$ cat config.mk
export PLATFORM = sky130hd
export DESIGN_NAME = rtc_wake_timer
export DESIGN_NICKNAME = d
export VERILOG_FILES = /design/src/rtl/rtc_wake_pkg.sv /design/src/rtl/rtc_regs.sv /design/src/rtl/rtc_prescaler.sv /design/src/rtl/rtc_count_core.sv /design/src/rtl/rtc_flags.sv /design/src/rtl/rtc_wake_timer.sv
export SDC_FILE = /design/constraint.sdc
export NUM_CORES = 1
export LEC_CHECK = 0
export BUFFER_PORTS_ARGS = -buffer_cell sky130_fd_sc_hd__buf_2
export CAP_MARGIN = 20
export CORE_MARGIN = 4
export CORE_UTILIZATION = 60
export DETAILED_ROUTE_END_ITERATION = 10
export GPL_TIMING_DRIVEN = 0
export PLACE_DENSITY = 0.92
export SLEW_MARGIN = 20
export SYNTH_ARGS = -nofsm -noshare
export SYNTH_HDL_FRONTEND = slang
export SYNTH_HIERARCHICAL = 1
export SYNTH_SLANG_ARGS = --single-unit
$ cat constraint.sdc
create_clock -name clk -period 7.1 [get_ports clk]
set_clock_uncertainty 0.15 [all_clocks]
set_input_delay 1.065 -clock clk [delete_from_list [all_inputs] [get_ports clk]]
set_output_delay 1.065 -clock clk [all_outputs]
set_load 0.02 [all_outputs]
$ cat src/rtl/rtc_wake_pkg.sv
// Shared definitions for the wakeup timer: register addresses, flag
// positions and the control word layout. Assumes a 2-bit address space.
package rtc_wake_pkg;

    typedef enum logic [1:0] {
        ADDR_CTRL   = 2'd0,
        ADDR_MATCH  = 2'd1,
        ADDR_PERIOD = 2'd2,
        ADDR_FLAGS  = 2'd3
    } rtc_addr_e;

    localparam int EVT_N     = 3;
    localparam int FLG_MATCH = 0;
    localparam int FLG_ROLL  = 1;
    localparam int FLG_PER   = 2;

    // Control word; the field order gives the bit positions 4..0.
    typedef struct packed {
        logic per_en;
        logic roll_en;
        logic match_en;
        logic clk_sel;
        logic cnt_en;
    } rtc_ctrl_t;

endpackage

$ cat src/rtl/rtc_regs.sv
// Register file: holds the control word, the match value and the period
// value, and turns a write to the flag address into a one-cycle clear mask.
// Assumes DATA_W is at least as wide as every field.
module rtc_regs
    import rtc_wake_pkg::*;
#(
    parameter int DATA_W  = 32,
    parameter int MATCH_W = 12,
    parameter int PER_W   = 10
) (
    input  logic              clk,
    input  logic              rst_n,
    input  logic              wr_en,
    input  logic [1:0]        wr_addr,
    input  logic [DATA_W-1:0] wr_data,
    output rtc_ctrl_t         ctrl,
    output logic [MATCH_W-1:0] match_val,
    output logic [PER_W-1:0]  per_val,
    output logic [EVT_N-1:0]  clr_mask
);
    localparam int CTRL_W = $bits(rtc_ctrl_t);

    // Capture configuration writes.
    always_ff @(posedge clk) begin
        if (!rst_n) begin
            ctrl      <= '0;
            match_val <= '0;
            per_val   <= '0;
        end else if (wr_en) begin
            case (rtc_addr_e'(wr_addr))
                ADDR_CTRL:   ctrl      <= rtc_ctrl_t'(wr_data[CTRL_W-1:0]);
                ADDR_MATCH:  match_val <= wr_data[MATCH_W-1:0];
                ADDR_PERIOD: per_val   <= wr_data[PER_W-1:0];
                default:     ;
            endcase
        end
    end

    // Clear mask is live only during a write to the flag address.
    always_comb begin
        clr_mask = '0;
        if (wr_en && rtc_addr_e'(wr_addr) == ADDR_FLAGS)
            clr_mask = wr_data[EVT_N-1:0];
    end
endmodule

$ cat src/rtl/rtc_prescaler.sv
// Two-stage tick prescaler. The high-rate source passes a FAST_DIV
// pre-divider, then the selected source passes a SLOW_DIV divider that
// produces one increment pulse. Both phases reset while not running.
// Assumes tick inputs are single-cycle pulses synchronous to clk.
module rtc_prescaler #(
    parameter int SLOW_DIV = 32,
    parameter int FAST_DIV = 512
) (
    input  logic clk,
    input  logic rst_n,
    input  logic run,
    input  logic sel_fast,
    input  logic slow_tick,
    input  logic fast_tick,
    output logic inc
);
    localparam int FW = (FAST_DIV > 1) ? $clog2(FAST_DIV) : 1;
    localparam int SW = (SLOW_DIV > 1) ? $clog2(SLOW_DIV) : 1;
    localparam logic [FW-1:0] F_LAST = FW'(FAST_DIV - 1);
    localparam logic [SW-1:0] S_LAST = SW'(SLOW_DIV - 1);

    logic          fast_out;
    logic          src;
    logic [SW-1:0] s_ph;

    generate
        if (FAST_DIV > 1) begin : g_fdiv
            logic [FW-1:0] f_ph;
            // Pre-divider phase for the high-rate source.
            always_ff @(posedge clk) begin
                if (!rst_n || !run)
                    f_ph <= '0;
                else if (sel_fast && fast_tick)
                    f_ph <= (f_ph == F_LAST) ? '0 : f_ph + 1'b1;
            end
            assign fast_out = run && sel_fast && fast_tick && (f_ph == F_LAST);
        end else begin : g_fbyp
            assign fast_out = run && sel_fast && fast_tick;
        end
    endgenerate

    assign src = sel_fast ? fast_out : (run && slow_tick);

    // Final divider phase shared by both sources.
    always_ff @(posedge clk) begin
        if (!rst_n || !run)
            s_ph <= '0;
        else if (src)
            s_ph <= (s_ph == S_LAST) ? '0 : s_ph + 1'b1;
    end

    assign inc = src && (s_ph == S_LAST);
endmodule

$ cat src/rtl/rtc_count_core.sv
// Free-running counter with event detection. Events are single-cycle
// pulses aligned with the increment and judged on the value being loaded.
// Assumes MATCH_LSB + MATCH_W <= CNT_W and PER_W <= CNT_W.
module rtc_count_core
    import rtc_wake_pkg::*;
#(
    parameter int CNT_W     = 32,
    parameter int MATCH_LSB = 10,
    parameter int MATCH_W   = 12,
    parameter int PER_W     = 10
) (
    input  logic               clk,
    input  logic               rst_n,
    input  logic               inc,
    input  logic [MATCH_W-1:0] match_val,
    input  logic [PER_W-1:0]   per_val,
    output logic [CNT_W-1:0]   cnt,
    output logic [EVT_N-1:0]   evt
);
    logic [CNT_W-1:0] nxt;
    logic             low_clear;

    assign nxt = cnt + 1'b1;

    generate
        if (MATCH_LSB > 0) begin : g_low
            assign low_clear = (nxt[MATCH_LSB-1:0] == '0);
        end else begin : g_nolow
            assign low_clear = 1'b1;
        end
    endgenerate

    // Counter register.
    always_ff @(posedge clk) begin
        if (!rst_n)
            cnt <= '0;
        else if (inc)
            cnt <= nxt;
    end

    // Event decode on the incoming value.
    always_comb begin
        evt            = '0;
        evt[FLG_ROLL]  = inc && (cnt == '1);
        evt[FLG_MATCH] = inc && low_clear && (nxt[MATCH_LSB +: MATCH_W] == match_val);
        evt[FLG_PER]   = inc && (nxt[PER_W-1:0] == per_val);
    end
endmodule

$ cat src/rtl/rtc_flags.sv
// Sticky cause flags: an event sets its bit, a clear mask bit resets it,
// and a set in the same cycle wins over the clear.
module rtc_flags #(
    parameter int N = 3
) (
    input  logic         clk,
    input  logic         rst_n,
    input  logic [N-1:0] set,
    input  logic [N-1:0] clr,
    output logic [N-1:0] flags
);
    generate
        for (genvar i = 0; i < N; i++) begin : g_bit
            // One sticky bit with set priority.
            always_ff @(posedge clk) begin
                if (!rst_n)
                    flags[i] <= 1'b0;
                else if (set[i])
                    flags[i] <= 1'b1;
                else if (clr[i])
                    flags[i] <= 1'b0;
            end
        end
    endgenerate
endmodule

$ cat src/rtl/rtc_wake_timer.sv
// Top of the wakeup timer: register file, prescaler, counter with event
// decode and sticky flags; the wakeup request ORs the enabled flags.
// Assumes all inputs are synchronous to clk.
module rtc_wake_timer
    import rtc_wake_pkg::*;
#(
    parameter int DATA_W    = 32,
    parameter int CNT_W     = 32,
    parameter int MATCH_LSB = 10,
    parameter int MATCH_W   = 12,
    parameter int PER_W     = 10,
    parameter int SLOW_DIV  = 32,
    parameter int FAST_DIV  = 512
) (
    input  logic              clk,
    input  logic              rst_n,
    input  logic              slow_tick,
    input  logic              fast_tick,
    input  logic              wr_en,
    input  logic [1:0]        wr_addr,
    input  logic [DATA_W-1:0] wr_data,
    output logic [CNT_W-1:0]  cnt_o,
    output logic [2:0]        flag_o,
    output logic              wake_req
);
    rtc_ctrl_t          ctrl_q;
    logic [MATCH_W-1:0] match_q;
    logic [PER_W-1:0]   per_q;
    logic [EVT_N-1:0]   clr_mask;
    logic [EVT_N-1:0]   evt;
    logic [EVT_N-1:0]   en_vec;
    logic               inc;
    logic               cnt_run;

    assign cnt_run = ctrl_q.cnt_en;

    rtc_regs #(.DATA_W(DATA_W), .MATCH_W(MATCH_W), .PER_W(PER_W)) u_regs (
        .clk(clk), .rst_n(rst_n), .wr_en(wr_en), .wr_addr(wr_addr),
        .wr_data(wr_data), .ctrl(ctrl_q), .match_val(match_q),
        .per_val(per_q), .clr_mask(clr_mask)
    );

    rtc_prescaler #(.SLOW_DIV(SLOW_DIV), .FAST_DIV(FAST_DIV)) u_pre (
        .clk(clk), .rst_n(rst_n), .run(cnt_run), .sel_fast(ctrl_q.clk_sel),
        .slow_tick(slow_tick), .fast_tick(fast_tick), .inc(inc)
    );

    rtc_count_core #(.CNT_W(CNT_W), .MATCH_LSB(MATCH_LSB), .MATCH_W(MATCH_W),
                     .PER_W(PER_W)) u_core (
        .clk(clk), .rst_n(rst_n), .inc(inc), .match_val(match_q),
        .per_val(per_q), .cnt(cnt_o), .evt(evt)
    );

    rtc_flags #(.N(EVT_N)) u_flags (
        .clk(clk), .rst_n(rst_n), .set(evt), .clr(clr_mask), .flags(flag_o)
    );

    // Enable vector in flag order, then the masked OR.
    always_comb begin
        en_vec            = '0;
        en_vec[FLG_MATCH] = ctrl_q.match_en;
        en_vec[FLG_ROLL]  = ctrl_q.roll_en;
        en_vec[FLG_PER]   = ctrl_q.per_en;
        wake_req          = |(flag_o & en_vec);
    end
endmodule

==> results of run 1 <==
==> final cells by class <==
class                   instances  area (µm²)  share of cell area [%]
multi-input cells             374        2510                    52.0
inverters                       4        15.0                   0.311
repair buffers                 53         265                    5.50
clock inverters                 6         113                    2.34
well taps                      96         120                    2.49
plain buffers                  26         156                    3.24
flip-flops and latches         76        1520                    31.6
clock buffers                   9         124                    2.57
==> cell usage after synthesis (2+ instances only) <==
| library cell | count | area share [%] |
|---|---|---|
| buf_6 | 2 | 0.54 |
| nor3b_1 | 3 | 0.54 |
| clkbuf_1 | 7 | 0.63 |
| xnor2_1 | 35 | 7.3 |
| inv_1 | 4 | 0.36 |
| or3b_1 | 2 | 0.42 |
| buf_2 | 7 | 0.83 |
| nor3_2 | 2 | 0.48 |
| o211ai_1 | 2 | 0.36 |
| dfxtp_1 | 76 | 36 |
| or3_1 | 11 | 1.6 |
| and2_1 | 26 | 3.9 |
| o21ai_0 | 16 | 1.9 |
| xor2_1 | 20 | 4.2 |
| nor2_1 | 17 | 1.5 |
| nor4_1 | 6 | 0.89 |
| nand2_1 | 65 | 5.8 |
| nor3_1 | 7 | 0.83 |
| o21a_1 | 3 | 0.54 |
| ha_1 | 5 | 1.5 |
| nor2b_1 | 3 | 0.45 |
| a2111o_1 | 2 | 0.54 |
| nand3_1 | 28 | 3.3 |
| and4_1 | 3 | 0.63 |
| a21boi_1 | 6 | 1.1 |
| a31oi_1 | 5 | 0.74 |
| nor4_2 | 2 | 0.60 |
| nor2b_4 | 3 | 0.98 |
| a21boi_0 | 2 | 0.36 |
| nand4_1 | 16 | 2.4 |
| nand4_2 | 2 | 0.60 |
| nand3b_1 | 2 | 0.36 |
| a21oi_1 | 17 | 2.0 |
| buf_4 | 9 | 1.6 |
| nand3_2 | 2 | 0.48 |
| and3_1 | 9 | 1.3 |
| o31ai_1 | 3 | 0.54 |
| mux2i_1 | 30 | 7.1 |
==> power groups by stage <==
stage	Combinational [µW]	Sequential (µW)	Clock, µW
final	47.7	436	397
after global routing	50.8	437	418
after CTS	46.6	436	400
after detailed placement	45.9	446	0
after global placement	43.4	446	0
after floorplan	31.1	444	0
==> worst min-delay path, stage by stage (launching register included) <==
cell	delay, ns
dfxtp_1	0.32
nand2_1	0.05
a21oi_1	0.05
==> routing by layer <==
layer  part of all wire (%)  track usage (%)
met5                      0                0
met4                    2.4             9.92
met3                    6.6             6.23
met2                     49             44.9
met1                     42             31.1
==> cell families after synthesis <==
logic type	synth area share [%]
and+or+nand+nor	29.7
DFF	36.2
AOI/OAI and AO/OA	9.89
xor gates and xnor gates	11.5
buffers and inverters	4.08
muxes	7.15
adders and majority gates	1.49
==> registers in the layout, indices dropped and copies added, names as in the netlist <==
name and flops:
u_pre/s_ph 5, u_regs/per_val 10, u_regs/match_val 12, u_pre/g_fdiv.f_ph 9, u_regs/ctrl 5, u_core/cnt 32, u_flags/flags 3
==> metrics by stage <==
step | utilization (%) | instance area, µm²
after floorplan | - | 4200
after global placement | 67.5 | 4590
after detailed placement | 67.5 | 4590
after CTS | 71.0 | 4820
after global routing | 71.0 | 4820
final | 71.0 | 4820
==> worst max-delay path by stage <==
stage	slack, ns	endpoint	depth (start not counted)
floorplan	3.97	u_core/cnt[28]	8
global placement	3.43	u_core/cnt[26]	8
detailed placement	3.37	u_core/cnt[28]	8
CTS	3.56	u_core/cnt[28]	11
global route	3.20	u_core/cnt[28]	11
finish	3.46	u_core/cnt[28]	11
==> results_dict.tcl, run 1 <==
set metrics [dict create \
    status "complete, no violations" \
    swShare_pct 22.4 \
    firstDrtPassIters 5 \
    io_pins 75 \
    final_hold_viol_count 0 \
    antenna_found_initial 0 \
    layout-drive-gt1-share_pct 19.5 \
    avgSynthCellArea_um2 8.75 \
    ir_drop_mv 0.155 \
    fin_cells 644 \
    path_clk_slew_ns 0.08 \
    area_delta_synth_final_pct 14.8 \
    hp-class "flip-flop to flip-flop" \
    cts_buffer_depth 2 \
    grt_setup_unrepaired "no" \
    grt.overflow.total 0 \
    ys_seq_elements 76 \
    syn-instance-count 480 \
    ys_seq_area_share_pct 36.2 \
    syn_area_um2 4200 \
    r2r_setup_slack_ns 3.46 \
    nFillCells 494 \
    final_common_cell "dfxtp_1" \
    grt_pass1_wl_mm 17.6 \
    h-tree-depth 3 \
    min_path_cells 2 \
    clock_sinks 76 \
    totalWireLength_mm 10.9 \
    ys.flop_type "dfxtp_1" \
    final_nets 588 \
    clk_latency_ns 0.36 \
    drv_cap 0 \
    root_buffer "clkbuf_8" \
    cts-resized-gates 0 \
    num_vias 3849 \
    drt-initial-drc-count 429 \
    clockPowerShare_pct 45.1 \
    dpl.hpwl_mm 7.66 \
    synth_edf_count 0 \
    slowest_delay_ns 0.51 \
    combPwrFrac_pct 5.4 \
    internal_power_uw 684 \
    cts_tree "built" \
    startpoint_type "flip-flop" \
    syn_nets 524 \
    critPathKind "flip-flop to flip-flop" \
    p_switching_uw 197 \
    reg2reg_depth 11 \
    dp_cells 629 \
    p_leak_uw 0.00203 \
    r2r-start "u_pre/g_fdiv.f_ph[0]" \
    period_share_pct 51.3 \
    die_h_um 91.7 \
    synth_warnings 6 \
    cp.arrival_ns 3.79 \
    fin_tns_setup_ns 0 \
    place_congestion 0.913 \
    place_ws_ns 3.37 \
    ant_nets 0 \
    num_antenna_cells 0 \
    path_delay_family "simple AND/OR/NAND/NOR gates" \
    clock.fmax_mhz 274 \
    required_ns 7.24 \
    final_cell_mix "76 x dfxtp_1, 65 x nand2_1, 60 x buf_2" \
    fin_crit_ns 3.64 \
    cp_cell_sequence "ha_1, nand3_1, nor2_1, ha_1, nand3_2, a21oi_1, nand4_1, nor3_2, nand4_1, or3_1, a21boi_1" \
    via_per_inst 5.98 \
    port_buffers 53 \
    holdBufCountCts 0 \
    crit_fanout 8 \
    pwr-share-seq_pct 49.5 \
    grt_max_degree 14 \
    crit_start "u_pre/g_fdiv.f_ph[0]" \
    p_total_uw 881 \
    crit_slowest_cell "a21oi_1" \
    fp-row-count 30 \
    critPathBufInv 0 \
    grt.total_usage_pct 26.0 \
    post-cts-setup-buffers 0 \
    synthDistinctLibCells 58 \
    start_util_pct 61.8 \
    synth-async-reset-ratio_pct 0 \
    core_area_um2 6790 \
    wl_per_cell_um 16.9 \
    drv_slew 0 \
    die_w_um 91.7 \
    p_per_area_nw_per_um2 183 \
    hold_end "u_pre/g_fdiv.f_ph[8]" \
    grt_pass1_vias 3699 \
    endpoint_kind "flip-flop" \
    r2r_end "u_core/cnt[28]" \
    drcViolationCount 0 \
    setup_violations 0 \
    numCtsBuffers 9 \
    holdWs_ns 0.316 \
    layout_setup_ws_ns 3.46 \
    relSlewSlack_pct 62.1 \
    worstMarginPinSlew_ns 0.563 \
    min_from "u_pre/g_fdiv.f_ph[8]" \
    die-area_um2 8400 \
]
Power figures use the tool's default switching activity.
==> run 2: changes to the inputs <==
--- a/config.mk
+++ b/config.mk
@@ -8,10 +8,10 @@
 export BUFFER_PORTS_ARGS = -buffer_cell sky130_fd_sc_hd__buf_2
 export CAP_MARGIN = 20
 export CORE_MARGIN = 4
-export CORE_UTILIZATION = 60
+export CORE_UTILIZATION = 56
 export DETAILED_ROUTE_END_ITERATION = 10
 export GPL_TIMING_DRIVEN = 0
-export PLACE_DENSITY = 0.92
+export PLACE_DENSITY = 0.87
 export SLEW_MARGIN = 20
 export SYNTH_ARGS = -nofsm -noshare
 export SYNTH_HDL_FRONTEND = slang
==> constraint.sdc (replaced) <==
create_clock -name clk -period 3.6 [get_ports clk]
set_clock_uncertainty 0.15 [all_clocks]
set_input_delay 0.54 -clock clk [delete_from_list [all_inputs] [get_ports clk]]
set_output_delay 0.54 -clock clk [all_outputs]
set_load 0.02 [all_outputs]
==> run 2 against run 1 <==
Sequential power is 97% higher. Global-route usage fell by 2.8 points. Via count shrank 4.3%. Final area hardly changed. Combinational power rose by 90%. Clock-buffer cell count increased by 3. Worst setup slack got worse by 3.2 ns. Critical endpoint is now u_core/cnt[26]. Largest cell class unchanged. Largest power group unchanged.
==> results_dict.tcl, run 2 (synthesis results as in run 1) <==
set metrics [dict create \
    status "complete, no violations" \
    swShare_pct 23.1 \
    grt.overflow.total 0 \
    crit_fanout 8 \
    cp.arrival_ns 3.45 \
    grt_setup_unrepaired "no" \
    endpoint_kind "flip-flop" \
    layout-drive-gt1-share_pct 19.9 \
    grt_max_degree 14 \
    clock_sinks 76 \
    final_nets 588 \
    start_util_pct 57.9 \
    critPathKind "flip-flop to flip-flop" \
    clk_latency_ns 0.35 \
    clock.fmax_mhz 301 \
    die-area_um2 8950 \
    cts-resized-gates 0 \
    post-cts-setup-buffers 0 \
    drv_slew 0 \
    wl_per_cell_um 15.3 \
    worstMarginPinSlew_ns 0.597 \
    die_w_um 94.6 \
    cts_buffer_depth 2 \
    largest_reg_flops 32 \
    startpoint_type "flip-flop" \
    slowest_delay_ns 0.43 \
    pwr-share-seq_pct 52.2 \
    ir_drop_mv 0.258 \
    hp-class "primary input to flip-flop" \
    totalWireLength_mm 9.91 \
    drcViolationCount 0 \
    io_pins 75 \
    fin_tns_setup_ns 0 \
    crit_slowest_cell "nand4_1" \
    grt.total_usage_pct 23.2 \
    cp_cell_sequence "ha_1, nand3_1, nor2_1, ha_1, nand3_2, a21oi_2, nand4_1, nor3_4, nand4_1, or3_1, a21boi_1" \
    numCtsBuffers 9 \
    min_from "wr_data[10]" \
    final_cell_mix "76 x dfxtp_1, 65 x nand2_1, 60 x buf_2" \
    path_clk_slew_ns 0.08 \
    ant_nets 0 \
    internal_power_uw 1270 \
    nFillCells 608 \
    required_ns 3.73 \
    place_congestion 0.884 \
    dpl.hpwl_mm 7.39 \
    root_buffer "clkbuf_8" \
    multi_input_area_um2 2520 \
    port_buffers 53 \
    fin_crit_ns 3.32 \
    fp-row-count 31 \
    regMostFlops "u_core/cnt" \
    final_area_um2 4820 \
    r2r-start "u_pre/g_fdiv.f_ph[0]" \
    setup_violations 0 \
    period_share_pct 92.2 \
    combPwrFrac_pct 5.5 \
    die_h_um 94.6 \
    relSlewSlack_pct 59.9 \
    final_common_cell "dfxtp_1" \
    core_area_um2 7250 \
    final_hold_viol_count 0 \
    cts_tree "built" \
    grt_pass1_vias 3505 \
    via_per_inst 5.68 \
    holdWs_ns 0.294 \
    antenna_found_initial 0 \
    area_delta_synth_final_pct 14.7 \
    largestRegisters "u_core/cnt (32), u_regs/match_val (12), u_regs/per_val (10)" \
    holdBufCountCts 0 \
    clockPowerShare_pct 42.4 \
    p_leak_uw 0.00203 \
    p_switching_uw 380 \
    h-tree-depth 3 \
    num_antenna_cells 0 \
    num_vias 3682 \
    p_per_area_nw_per_um2 342 \
    firstDrtPassIters 5 \
    post_dp_cell_area_um2 4590 \
    grt_pass1_wl_mm 16.5 \
    drv_cap 0 \
    drt-initial-drc-count 288 \
    seq_area_um2 1520 \
    crit_start "u_pre/g_fdiv.f_ph[0]" \
]
## run 2: cell count changes in the layout (fill, tap and decap cells not counted), sizes merged
cell / before / now
clkbuf: 17 / 20
bufinv: 3 / 1
clkinv: 2 / 0
clkinvlp: 0 / 2
## run 2: layout make-up
type	count	area share (%)
inverter	4	0.312
tap	99	2.57
buffer	26	3.25
timing repair buffer	53	5.51
sequential	76	31.6
clock inverter	4	1.12
multi-input combinational	374	52.2
clock buffer	12	3.43
## run 2: through the flow
step	utilization [%]	total power, µW	setup slack (ns)	cells
3_5_place_dp	63.3	968	0.0712	632
4_1_cts	66.3	1650	0.0748	648
6_report	66.4	1650	0.282	648
2_1_floorplan	-	938	0.815	480
5_1_grt	66.4	1700	0.0145	648
3_3_place_gp	63.3	965	0.221	632
## run 2: metal layers
layer  up-vias  GRT usage [%]  part of all wire [%]
li1       1820              -                     -
met1      1709           30.7                    44
met2       133           37.7                    47
met3        20           4.22                   6.6
met4         0           8.29                   1.9
met5         -              0                     0
## run 2: critical path: cells and delay by family (launching register included)
family                   cells  cell delay (ns)
AO/OA/AOI/OAI                2             0.53
adder cells (fa/ha/maj)      2             0.40
flip-flops                   1             0.39
AND/OR/NAND/NOR              7             1.76
## run 2: power groups by stage
stage / combinational, µW / sequential (µW) / clock (µW)
floorplan: 61.4 / 876 / 0
global placement: 85.7 / 879 / 0
detailed placement: 88.2 / 880 / 0
CTS: 89.6 / 860 / 705
global route: 98.4 / 861 / 744
finish: 90.4 / 860 / 699
## run 2: path summary, 6_finish.rpt
check | cells past startpoint | to | slack, ns
hold / removal | 3 | u_regs/match_val[10] | 0.29
setup reg to reg | 11 | u_core/cnt[26] | 0.28
hold reg to reg | 2 | u_regs/ctrl[4] | 0.32
setup / recovery | 11 | u_core/cnt[26] | 0.28
==> run 3: changes to the inputs <==
--- a/config.mk
+++ b/config.mk
@@ -12,6 +12,7 @@
 export DETAILED_ROUTE_END_ITERATION = 10
 export GPL_TIMING_DRIVEN = 0
 export PLACE_DENSITY = 0.87
+export RECOVER_POWER = 50
 export SLEW_MARGIN = 20
 export SYNTH_ARGS = -nofsm -noshare
 export SYNTH_HDL_FRONTEND = slang
==> run 3 against run 2 <==
Register-to-register slack hardly changed. Total power about the same. Critical path depth stayed put. Final cell count unchanged. Highest routed layer unchanged.
==> results_dict.tcl, run 3 (synthesis results as in run 1) <==
set metrics [dict create \
    status "complete, no violations" \
    ant_nets 0 \
    num_antenna_cells 0 \
    largest_reg_flops 32 \
    die_w_um 94.6 \
    area_delta_synth_final_pct 13.8 \
    period_share_pct 92.1 \
    grt.overflow.total 0 \
    path_clk_slew_ns 0.08 \
    final_hold_viol_count 0 \
    nFillCells 618 \
    cp.arrival_ns 3.45 \
    die_h_um 94.6 \
    final_common_cell "dfxtp_1" \
    fp-row-count 31 \
    fin_crit_ns 3.31 \
    setup_violations 0 \
    hold_end "u_regs/match_val[10]" \
    numCtsBuffers 9 \
    drcViolationCount 0 \
    layout_setup_ws_ns 0.285 \
    h-tree-depth 3 \
    critPathKind "flip-flop to flip-flop" \
    clock.fmax_mhz 302 \
    grt_max_degree 14 \
    wl_per_cell_um 15.4 \
    grt_setup_unrepaired "no" \
    place_congestion 0.884 \
    clock_sinks 76 \
    worstMarginPinSlew_ns 0.583 \
    clk_latency_ns 0.35 \
    crit_fanout 8 \
    grt_pass1_vias 3505 \
    num_vias 3724 \
    grt_pass1_wl_mm 16.5 \
    die-area_um2 8950 \
    ir_drop_mv 0.257 \
    antenna_found_initial 0 \
    drv_slew 0 \
    largestRegisters "u_core/cnt (32), u_regs/match_val (12), u_regs/per_val (10)" \
    fin_cells 648 \
    final_nets 588 \
    min_path_cells 3 \
    layout-drive-gt1-share_pct 14.2 \
    start_util_pct 57.9 \
    port_buffers 53 \
    min_from "wr_data[10]" \
    place_ws_ns 0.0712 \
    io_pins 75 \
    totalWireLength_mm 9.96 \
    r2r-start "u_pre/g_fdiv.f_ph[0]" \
    via_per_inst 5.75 \
    r2r_end "u_core/cnt[26]" \
    fin_tns_setup_ns 0 \
    cts_buffer_depth 2 \
    drt-initial-drc-count 285 \
    dp_cells 632 \
    root_buffer "clkbuf_8" \
    relSlewSlack_pct 60.7 \
    cts_tree "built" \
    dpl.hpwl_mm 7.39 \
    grt.total_usage_pct 23.2 \
    required_ns 3.73 \
    core_area_um2 7250 \
    endpoint_kind "flip-flop" \
    drv_cap 0 \
    r2r_setup_slack_ns 0.29 \
    final_cell_mix "76 x dfxtp_1, 65 x nand2_1, 38 x clkbuf_1" \
    post-cts-setup-buffers 0 \
    startpoint_type "flip-flop" \
    hp-class "primary input to flip-flop" \
    firstDrtPassIters 5 \
    p_leak_uw 0.00190 \
    regMostFlops "u_core/cnt" \
    reg2reg_depth 11 \
    p_per_area_nw_per_um2 345 \
]
[run 3: cell count changes in the layout (fill, tap and decap cells not counted), sizes merged]
cell,before,now
buf,71,40
clkbuf,20,51
[run 3: metrics by stage]
stage,cell area [µm²],utilization (%),hold WS [ns],total power (µW)
6_report,4780,65.9,0.293,1650
5_1_grt,4780,65.9,0.307,1700
4_1_cts,4810,66.3,0.284,1650
3_5_place_dp,4590,63.3,0.313,968
3_3_place_gp,4590,63.3,0.299,965
2_1_floorplan,4200,-,0.288,938
[run 3: where the power goes]
group	switching, µW	internal [µW]
Combinational	51.8	38.2
Clock	319	379
Sequential	9.50	851
[run 3: worst max-delay path by stage]
stage                    startpoint        endpoint  slack [ns]  cells after the start
2_1_floorplan  u_pre/g_fdiv.f_ph[0]  u_core/cnt[28]        0.81                     11
3_3_place_gp   u_pre/g_fdiv.f_ph[0]  u_core/cnt[26]        0.22                     11
3_5_place_dp   u_pre/g_fdiv.f_ph[0]  u_core/cnt[26]        0.07                     11
4_1_cts        u_pre/g_fdiv.f_ph[0]  u_core/cnt[26]        0.07                     11
5_1_grt        u_pre/g_fdiv.f_ph[0]  u_core/cnt[26]        0.01                     11
6_report       u_pre/g_fdiv.f_ph[0]  u_core/cnt[26]        0.29                     11
[run 3: worst max-delay path, cell delays in order (launching register included)]
cell      delay, ns
dfxtp_1        0.39
ha_1           0.21
nand3_1        0.08
nor2_1         0.10
ha_1           0.19
nand3_2        0.17
a21oi_2        0.37
nand4_1        0.43
nor3_4         0.38
nand4_1        0.25
or3_1          0.37
a21boi_1       0.16
[run 3: metal layers]
layer | vias up | track usage (%) | part of all wire, %
met5 | - | 0 | 0
met4 | 0 | 8.29 | 2.0
met3 | 23 | 4.22 | 6.7
met2 | 141 | 37.7 | 47
met1 | 1739 | 30.7 | 45
li1 | 1821 | - | -
[run 3: layout make-up]
class | instances | area (µm²) | area share (%)
multi-input cells | 374 | 2520 | 52.7
flip-flops and latches | 76 | 1520 | 31.8
repair buffers | 53 | 229 | 4.79
clock buffers | 12 | 165 | 3.46
plain buffers | 26 | 154 | 3.22
well taps | 99 | 124 | 2.59
clock inverters | 4 | 53.8 | 1.13
inverters | 4 | 15.0 | 0.314
[run 3: repair_timing]
action / in CTS / in global routing
endpoints found under the hold margin: 0 / 0
endpoints found under the setup margin: 0 / 6
hold buffers: 0 / 0
resized for setup: 0 / 2
